$ cat src/rtl/cegen_pkg.sv
// Package: shared defaults and the counter step for the clock-enable generator.
// Assumes a ratio of at least 2 so that an early decode state exists.
package cegen_pkg;

    localparam int unsigned CEGEN_DEF_DIV    = 5;
    localparam int unsigned CEGEN_DEF_COPIES = 5;

    // Next value of a modulo-div counter.
    function automatic int unsigned cegen_next(input int unsigned cur,
                                               input int unsigned div);
        if (cur >= div - 1)
            return 0;
        return cur + 1;
    endfunction

endpackage

$ cat src/rtl/cegen_counter.sv
// Module: modulo counter with an early decode one state before terminal count
// and an optional terminal-count decode.
// Assumes DIV_RATIO >= 2 and a synchronous active-low reset.
module cegen_counter
    import cegen_pkg::*;
#(
    parameter int unsigned DIV_RATIO = CEGEN_DEF_DIV,
    parameter bit          TC_EN     = 1'b1
) (
    input  logic clk,
    input  logic rst_n,
    output logic early_o,
    output logic term_o
);

    localparam int unsigned CW       = (DIV_RATIO > 2) ? $clog2(DIV_RATIO) : 1;
    localparam logic [CW-1:0] LAST   = CW'(DIV_RATIO - 1);
    localparam logic [CW-1:0] BEFORE = CW'(DIV_RATIO - 2);

    logic [CW-1:0] cnt;

    initial assert (DIV_RATIO >= 2);

    // Step the counter, wrapping after the last state.
    always_ff @(posedge clk) begin
        if (!rst_n)
            cnt <= '0;
        else
            cnt <= CW'(cegen_next(32'(cnt), DIV_RATIO));
    end

    // Early decode feeding the replica registers.
    always_comb early_o = (cnt == BEFORE);

    generate
        if (TC_EN) begin : g_tc
            // Terminal-count decode taken straight from the counter.
            always_comb term_o = (cnt == LAST);
        end else begin : g_no_tc
            // Flag disabled: tie low.
            always_comb term_o = 1'b0;
        end
    endgenerate

    // counter stays inside its modulo range.
    a_r1_cnt_range: assert property (@(posedge clk) disable iff (!rst_n)
        cnt <= LAST);

    // the last state is followed by zero.
    a_r1_wrap: assert property (@(posedge clk) disable iff (!rst_n)
        (cnt == LAST) |=> (cnt == '0));

    // a reset edge leaves the counter at zero.
    a_r5_cnt_cleared: assert property (@(posedge clk)
        !rst_n |=> (cnt == '0));

endmodule

$ cat src/rtl/cegen_replica.sv
// Module: one registered copy of the enable, driving its own share of load.
// Assumes the input pulse is one cycle wide and never back-to-back.
module cegen_replica (
    input  logic clk,
    input  logic rst_n,
    input  logic d_i,
    output logic q_o
);

    // Capture the early pulse so it lands on the terminal-count cycle.
    always_ff @(posedge clk) begin
        if (!rst_n)
            q_o <= 1'b0;
        else
            q_o <= d_i;
    end

    // a pulse never lasts more than one cycle.
    a_r2_one_cycle: assert property (@(posedge clk) disable iff (!rst_n)
        q_o |=> !q_o);

    // a reset edge clears the copy.
    a_r5_copy_cleared: assert property (@(posedge clk)
        !rst_n |=> !q_o);

endmodule

$ cat src/rtl/clken_fanout_gen.sv
// Module: top of the replicated clock-enable generator. One counter, N_COPIES
// parallel enable registers, optional terminal-count flag.
// Assumes a single clock domain and DIV_RATIO >= 2.
module clken_fanout_gen
    import cegen_pkg::*;
#(
    parameter int unsigned DIV_RATIO = CEGEN_DEF_DIV,
    parameter int unsigned N_COPIES  = CEGEN_DEF_COPIES,
    parameter bit          TC_EN     = 1'b1
) (
    input  logic                clk,
    input  logic                rst_n,
    output logic [N_COPIES-1:0] ce_o,
    output logic                tc_o
);

    logic early;
    logic term;

    cegen_counter #(
        .DIV_RATIO (DIV_RATIO),
        .TC_EN     (TC_EN)
    ) u_cnt (
        .clk     (clk),
        .rst_n   (rst_n),
        .early_o (early),
        .term_o  (term)
    );

    generate
        for (genvar g = 0; g < int'(N_COPIES); g++) begin : g_copy
            cegen_replica u_rep (
                .clk   (clk),
                .rst_n (rst_n),
                .d_i   (early),
                .q_o   (ce_o[g])
            );
        end
    endgenerate

    // Bring the flag out unchanged.
    always_comb tc_o = term;

    // every copy agrees.
    a_r3_copies_agree: assert property (@(posedge clk) disable iff (!rst_n)
        (ce_o == '0) || (ce_o == '1));

    generate
        if (TC_EN) begin : g_chk_tc
            // registered copies line up with the direct decode.
            a_r6_tc_aligned: assert property (@(posedge clk) disable iff (!rst_n)
                tc_o == ce_o[0]);
        end else begin : g_chk_no_tc
            // disabled flag stays low.
            a_r7_tc_low: assert property (@(posedge clk) disable iff (!rst_n)
                !tc_o);
        end
    endgenerate

endmodule

$ cat config.mk
export PLATFORM = sky130hd
export DESIGN_NAME = clken_fanout_gen
export DESIGN_NICKNAME = d
export VERILOG_FILES = /design/src/rtl/cegen_pkg.sv /design/src/rtl/cegen_counter.sv /design/src/rtl/cegen_replica.sv /design/src/rtl/clken_fanout_gen.sv
export SDC_FILE = /design/constraint.sdc
export NUM_CORES = 1
export LEC_CHECK = 0
export BUFFER_PORTS_ARGS = -buffer_cell sky130_fd_sc_hd__buf_2
export CORE_AREA = 2 2 39 41
export DETAILED_ROUTE_END_ITERATION = 16
export DIE_AREA = 0 0 41 43
export MAX_ROUTING_LAYER = met4
export PLACE_DENSITY = 0.38
export SLEW_MARGIN = 40
export SYNTH_ARGS = -nofsm -noshare
export SYNTH_HDL_FRONTEND = slang
export SYNTH_HIERARCHICAL = 1
export SYNTH_SLANG_ARGS = --single-unit
export TNS_END_PERCENT = 1
$ cat constraint.sdc
create_clock -name clk -period 1.9 [get_ports clk]
set_input_delay 0.285 -clock clk [delete_from_list [all_inputs] [get_ports clk]]
set_output_delay 0.285 -clock clk [all_outputs]
set_load 0.02 [all_outputs]
Yosys cells after proc, flatten, opt, wreduce, memory -nomap -nowiden
Cells that the tools add are included.

$add $sub $neg: 1. Multipliers: 0. Divide/modulo/power cells: 0. Magnitude comparators: 1. Equal/unequal tests: 2. Shifts and indexed selects: 0. Multiplexer cells: 2. Bitwise gates (word level): 1. Reductions and logical operators: 1.

Operators with widths (count): 3-bit by 1-bit adder with 3-bit output (second input constant) (1); 3-bit by 2-bit == test with 1-bit output (second input constant) (1); 3-bit == test (second input constant) (1); 3-bit >= comparator (second input constant) (1); 1-bit two-way mux (2); 2-bit OR reduction (1); 1-bit NOT (1).

Bits in registers: 4. Bits in latches: 0. Bits in writable memories: 0. Bits in read-only memories: 0. Input bits: 2. Output and inout bits: 6. Logic and storage cells: 10. Memories kept: 0.

Longest topological paths before layout
Depth in word-level cells: 4. Depth in mapped cells: 3. Gate-level depth less buffers: 3.

By module
Netlist, hierarchy kept.

By module, submodules not included: cegen_counter (instances 1, cells each 13, area an instance 140.1 µm², sequential area each 60.1 µm²); cegen_replica (instances 5, cells each 2, area an instance 26.3 µm², sequential area each 20.0 µm²).

Least setup slack after synthesis
Ideal clock, no wire load.

Path type: reg-to-output. Start point: register u_cnt.cnt[0]. End point: output port tc_o. Arrival: 762 ps. Required time: 1615 ps. Path slack: 853 ps. Stages on the path, launching flop included: 4. Buffers on the path: 0. Cell sequence: dfxtp_1 inv_1 ha_1 and2_2.

Cells in the longest elaborated chain, start to end: 1.

RTL lines: start: declaration (RTL line cegen_counter.sv:20) `logic [CW-1:0] cnt;`; start signal: assignment (RTL line cegen_counter.sv:29) `cnt <= CW'(cegen_next(32'(cnt), DIV_RATIO));`; 3-bit == test (RTL line cegen_counter.sv:38) `always_comb term_o = (cnt == LAST);`; end: declaration (RTL line clken_fanout_gen.sv:14) `output logic tc_o`.

Every way passes these cells.

Worst setup path in the final report
Ends and elaborated chain as after synthesis.

==> report_table.html <==
<table>
<tr><th>Metric</th><th>Value</th></tr>
<tr><th colspan="2">Status</th></tr>
<tr><td>Run status</td><td>finished clean</td></tr>
<tr><th colspan="2">Timing</th></tr>
<tr><td>Final number of max-transition violations</td><td>0</td></tr>
<tr><td>Total Negative Setup Slacks</td><td>0 ps</td></tr>
<tr><td>Clock tree skew after final layout</td><td>0.408 ps</td></tr>
<tr><td>Final critical delay including setup and external delays</td><td>1430 ps</td></tr>
<tr><td>Final count of hold timing violations</td><td>0</td></tr>
<tr><td>Period Utilization, post-route</td><td>75.5%</td></tr>
<tr><td>Tightest slew margin relative to the limit</td><td>89.8%</td></tr>
<tr><td>Unrepaired setup endpoints after global routing</td><td>no</td></tr>
<tr><td>Slack of the critical path</td><td>466 ps</td></tr>
<tr><td># setup viols final</td><td>0</td></tr>
<tr><td>Transition time of the tightest slew-check pin</td><td>153 ps</td></tr>
<tr><td>Upper clock frequency limit</td><td>697 MHz</td></tr>
<tr><th colspan="2">Final layout</th></tr>
<tr><td>Fraction of layout cells with a size suffix above 1</td><td>33.3%</td></tr>
<tr><td>Antenna diodes</td><td>0</td></tr>
<tr><td>Post-route insts no fill</td><td>49</td></tr>
<tr><td>P&amp;R area growth vs syn</td><td>28.6%</td></tr>
<tr><td>Fillcell total</td><td>149</td></tr>
<tr><td>Number of nets at the end of the flow</td><td>40</td></tr>
<tr><th colspan="2">Placed design</th></tr>
<tr><td>Port Buffers</td><td>7</td></tr>
<tr><td>Last weighted congestion value of the routability-driven placer</td><td>0.615</td></tr>
<tr><td># placed instances</td><td>46</td></tr>
<tr><td>Pre-CTS setup slack</td><td>714 ps</td></tr>
<tr><th colspan="2">Worst setup path</th></tr>
<tr><td>Reg-to-reg endpoint</td><td>u_cnt/cnt[2]$_SDFF_PP0_</td></tr>
<tr><td>Worst reg2reg path startpoint</td><td>u_cnt/cnt[0]$_SDFF_PP0_</td></tr>
<tr><td>Worst reg2reg setup slack</td><td>890 ps</td></tr>
<tr><td>Type of element capturing the critical path</td><td>output pin</td></tr>
<tr><td>Setup CP Type</td><td>flop to output pin</td></tr>
<tr><td>Worst endpoint data arrival time</td><td>1150 ps</td></tr>
<tr><td>Worst reg-to-reg path cell count</td><td>3</td></tr>
<tr><td>Maximum fanout along the worst path</td><td>3</td></tr>
<tr><td>Startpoint type of the worst setup path</td><td>flop</td></tr>
<tr><td>Critical path required time</td><td>1620 ps</td></tr>
<tr><th colspan="2">Logic synthesis</th></tr>
<tr><td>Synth top area share</td><td>59.0%</td></tr>
<tr><td>Number of instances in the synthesized netlist</td><td>23</td></tr>
<tr><td>Sequential-to-total area share from yosys stat</td><td>59.0%</td></tr>
<tr><td>List of most frequent post-synthesis cells</td><td>8 x sky130_fd_sc_hd__dfxtp_1, 5 x sky130_fd_sc_hd__and2_1, 3 x sky130_fd_sc_hd__ha_1, 3 x sky130_fd_sc_hd__inv_1, 2 x sky130_fd_sc_hd__nor3b_1</td></tr>
<tr><td>Count of different cell masters after synthesis</td><td>7</td></tr>
<tr><td>Largest cells by area after synthesis</td><td>sky130_fd_sc_hd__dfxtp_1 59%, sky130_fd_sc_hd__ha_1 14%, sky130_fd_sc_hd__and2_1 12%</td></tr>
<tr><td>Yosys reg bits</td><td>8</td></tr>
<tr><td>Number of enable flip-flop cells after synthesis</td><td>0</td></tr>
<tr><td>Syn_nets</td><td>28</td></tr>
<tr><td>Asr flop ratio synth</td><td>0%</td></tr>
<tr><td>Synthesized area per cell</td><td>11.8 µm²</td></tr>
<tr><td>Cell taking the most area after synthesis</td><td>sky130_fd_sc_hd__dfxtp_1</td></tr>
<tr><td>Main synth FF type</td><td>sky130_fd_sc_hd__dfxtp_1</td></tr>
<tr><td>Yosys synthesis warning count</td><td>6</td></tr>
<tr><td>Most instantiated library cell after synthesis</td><td>sky130_fd_sc_hd__dfxtp_1</td></tr>
<tr><td>Netlist area before placement</td><td>272 µm²</td></tr>
<tr><th colspan="2">Power and ir drop</th></tr>
<tr><td>Internal power component</td><td>269 µW</td></tr>
<tr><td>Portion of total power attributed to the clock network</td><td>35.0%</td></tr>
<tr><td>Sequential share of power</td><td>54.4%</td></tr>
<tr><td>Leak</td><td>0.000173 µW</td></tr>
<tr><td>Switching portion of total power</td><td>22.0%</td></tr>
<tr><td>PwrDens</td><td>990 nW/µm²</td></tr>
<tr><td>Switching pwr</td><td>76.2 µW</td></tr>
<tr><td>Peak VDD IR</td><td>296 µV</td></tr>
<tr><td>Total power after layout</td><td>346 µW</td></tr>
<tr><td>Portion of total power attributed to combinational logic</td><td>10.6%</td></tr>
<tr><th colspan="2">Floorplan</th></tr>
<tr><td>Die H</td><td>43 µm</td></tr>
<tr><td>Initial cell density of the core</td><td>19.6%</td></tr>
<tr><td>Core Box Area</td><td>1380 µm²</td></tr>
<tr><td>Full die area</td><td>1760 µm²</td></tr>
<tr><td>Top Ports</td><td>8</td></tr>
<tr><td>Num rows</td><td>14</td></tr>
<tr><td>Chip Width</td><td>41 µm</td></tr>
<tr><th colspan="2">GRT</th></tr>
<tr><td>GRT busiest layer</td><td>met2</td></tr>
<tr><td>Via count of the first global-routing pass</td><td>178</td></tr>
<tr><td>Global-route usage over all layers</td><td>5.77%</td></tr>
<tr><td>GR met3 Demand/Resource</td><td>5.24%</td></tr>
<tr><td>Fraction of met2 tracks used by global routing</td><td>7.81%</td></tr>
<tr><td>GRT Residual Overflow</td><td>0</td></tr>
<tr><td>Global-route wire length before repair</td><td>593 µm</td></tr>
<tr><td>M1 GR Usage</td><td>3.88%</td></tr>
<tr><td>Pin count of the biggest net entering global routing</td><td>9</td></tr>
<tr><td>Antenna violations before repair</td><td>0</td></tr>
<tr><th colspan="2">CTS</th></tr>
<tr><td>Clock Sink Count</td><td>8</td></tr>
<tr><td>Quantity of gates resized following cts</td><td>0</td></tr>
<tr><td>Maximum buffer depth of the clock tree</td><td>2</td></tr>
<tr><td>Clock slew seen by the registers of the worst setup and hold paths</td><td>50 ps</td></tr>
<tr><td>Post-CTS Setup Inserts</td><td>0</td></tr>
<tr><td>TritonCTS clock tree</td><td>done</td></tr>
<tr><td>Cts bufs inserted</td><td>3</td></tr>
<tr><td>Clk_lat worst skew</td><td>240 ps</td></tr>
<tr><td>Buffer type at the clock tree root</td><td>sky130_fd_sc_hd__clkbuf_4</td></tr>
<tr><td>H-Tree Depth</td><td>1</td></tr>
<tr><td>Cts-stage hold buffer count</td><td>0</td></tr>
<tr><th colspan="2">Hold path</th></tr>
<tr><td>Worst min-delay path startpoint</td><td>rst_n</td></tr>
<tr><td>Hold crit path type</td><td>input port to flop</td></tr>
<tr><td>WHS Path Cells</td><td>2</td></tr>
<tr><td>End of the worst hold path</td><td>g_copy[2].u_rep/q_o$_SDFF_PN0_</td></tr>
<tr><th colspan="2">Routing</th></tr>
<tr><td>Final ANT Viol Nets</td><td>0</td></tr>
<tr><td>Number of vias per cell</td><td>3.73</td></tr>
<tr><td>Iteration-0 DRC Markers</td><td>3</td></tr>
<tr><td>Wirelength per Cell</td><td>7.43 µm</td></tr>
<tr><td>Aggregate routed wire length</td><td>364 µm</td></tr>
<tr><td>First drt pass iteration count</td><td>2</td></tr>
<tr><td>Via Count</td><td>183</td></tr>
<tr><td>DR DRC count</td><td>0</td></tr>
<tr><th colspan="2">Run</th></tr>
<tr><td>Max cap viols</td><td>0</td></tr>
</table>
[sequential cells by signal, indices dropped and copies added, names as in the netlist]
register	flops
g_copy.u_rep/q_o	5
u_cnt/cnt	3
[cells by family (layout without fill, tap and decap cells)]
family | Yosys count | in the layout | synth area share, %
flip-flops | 8 | 8 | 59.0
AND/OR/NAND/NOR | 9 | 9 | 23.0
adder cells (fa/ha/maj) | 3 | 3 | 13.8
buffers and inverters | 3 | 13 | 4.15
[stage by stage]
step           utilization (%)  hold slack (ps)  cell area, µm²
2_1_floorplan                -              412             272
3_3_place_gp              23.6              444             327
3_5_place_dp              23.6              458             327
4_1_cts                   25.2              318             349
5_1_grt                   25.2              333             349
6_report                  25.2              333             349
[worst max path at each step]
stage	start	end	slack, ps
floorplan	u_cnt/cnt[0]$_SDFF_PP0_	tc_o	850
global placement	u_cnt/cnt[0]$_SDFF_PP0_	tc_o	730
detailed placement	u_cnt/cnt[0]$_SDFF_PP0_	tc_o	710
CTS	u_cnt/cnt[0]$_SDFF_PP0_	tc_o	440
global route	u_cnt/cnt[0]$_SDFF_PP0_	tc_o	400
finish	u_cnt/cnt[0]$_SDFF_PP0_	tc_o	470
[metal layers]
metal  part of all wire (%)  vias up
li1                       -       93
met1                     37       83
met2                     48        7
met3                     15        0
met4                      0        0
met5                      0        -
[power groups by stage]
stage	Combinational [µW]	Clock (µW)	Sequential, µW
finish	36.8	121	188
global route	43.8	136	190
CTS	37.7	130	188
detailed placement	37.8	0	192
global placement	36.8	0	191
floorplan	20.3	0	196
[final cells by class]
class                      count  area [µm²]  area share (%)
clock buffer                   3        22.5            6.45
inverter                       3        11.3            3.23
multi-input combinational     12         100            28.7
sequential                     8         160            45.9
tap                           16        20.0            5.73
timing repair buffer           7        35.0            10.0
[worst max-delay path: stages (launching register included)]
cell and delay [ps]:
sky130_fd_sc_hd__dfxtp_1 350, sky130_fd_sc_hd__inv_1 50, sky130_fd_sc_hd__ha_1 180, sky130_fd_sc_hd__and2_2 180, sky130_fd_sc_hd__buf_2 150
[layout by cell type, fill, tap and decap left out]
cell type,instances
sky130_fd_sc_hd__dfxtp_1,8
sky130_fd_sc_hd__buf_2,7
sky130_fd_sc_hd__and2_1,5
sky130_fd_sc_hd__clkbuf_4,3
sky130_fd_sc_hd__inv_1,3
sky130_fd_sc_hd__ha_1,3
sky130_fd_sc_hd__nor3b_1,2
sky130_fd_sc_hd__and2_2,1
sky130_fd_sc_hd__and3b_1,1
(Power assumes the default switching activity.)
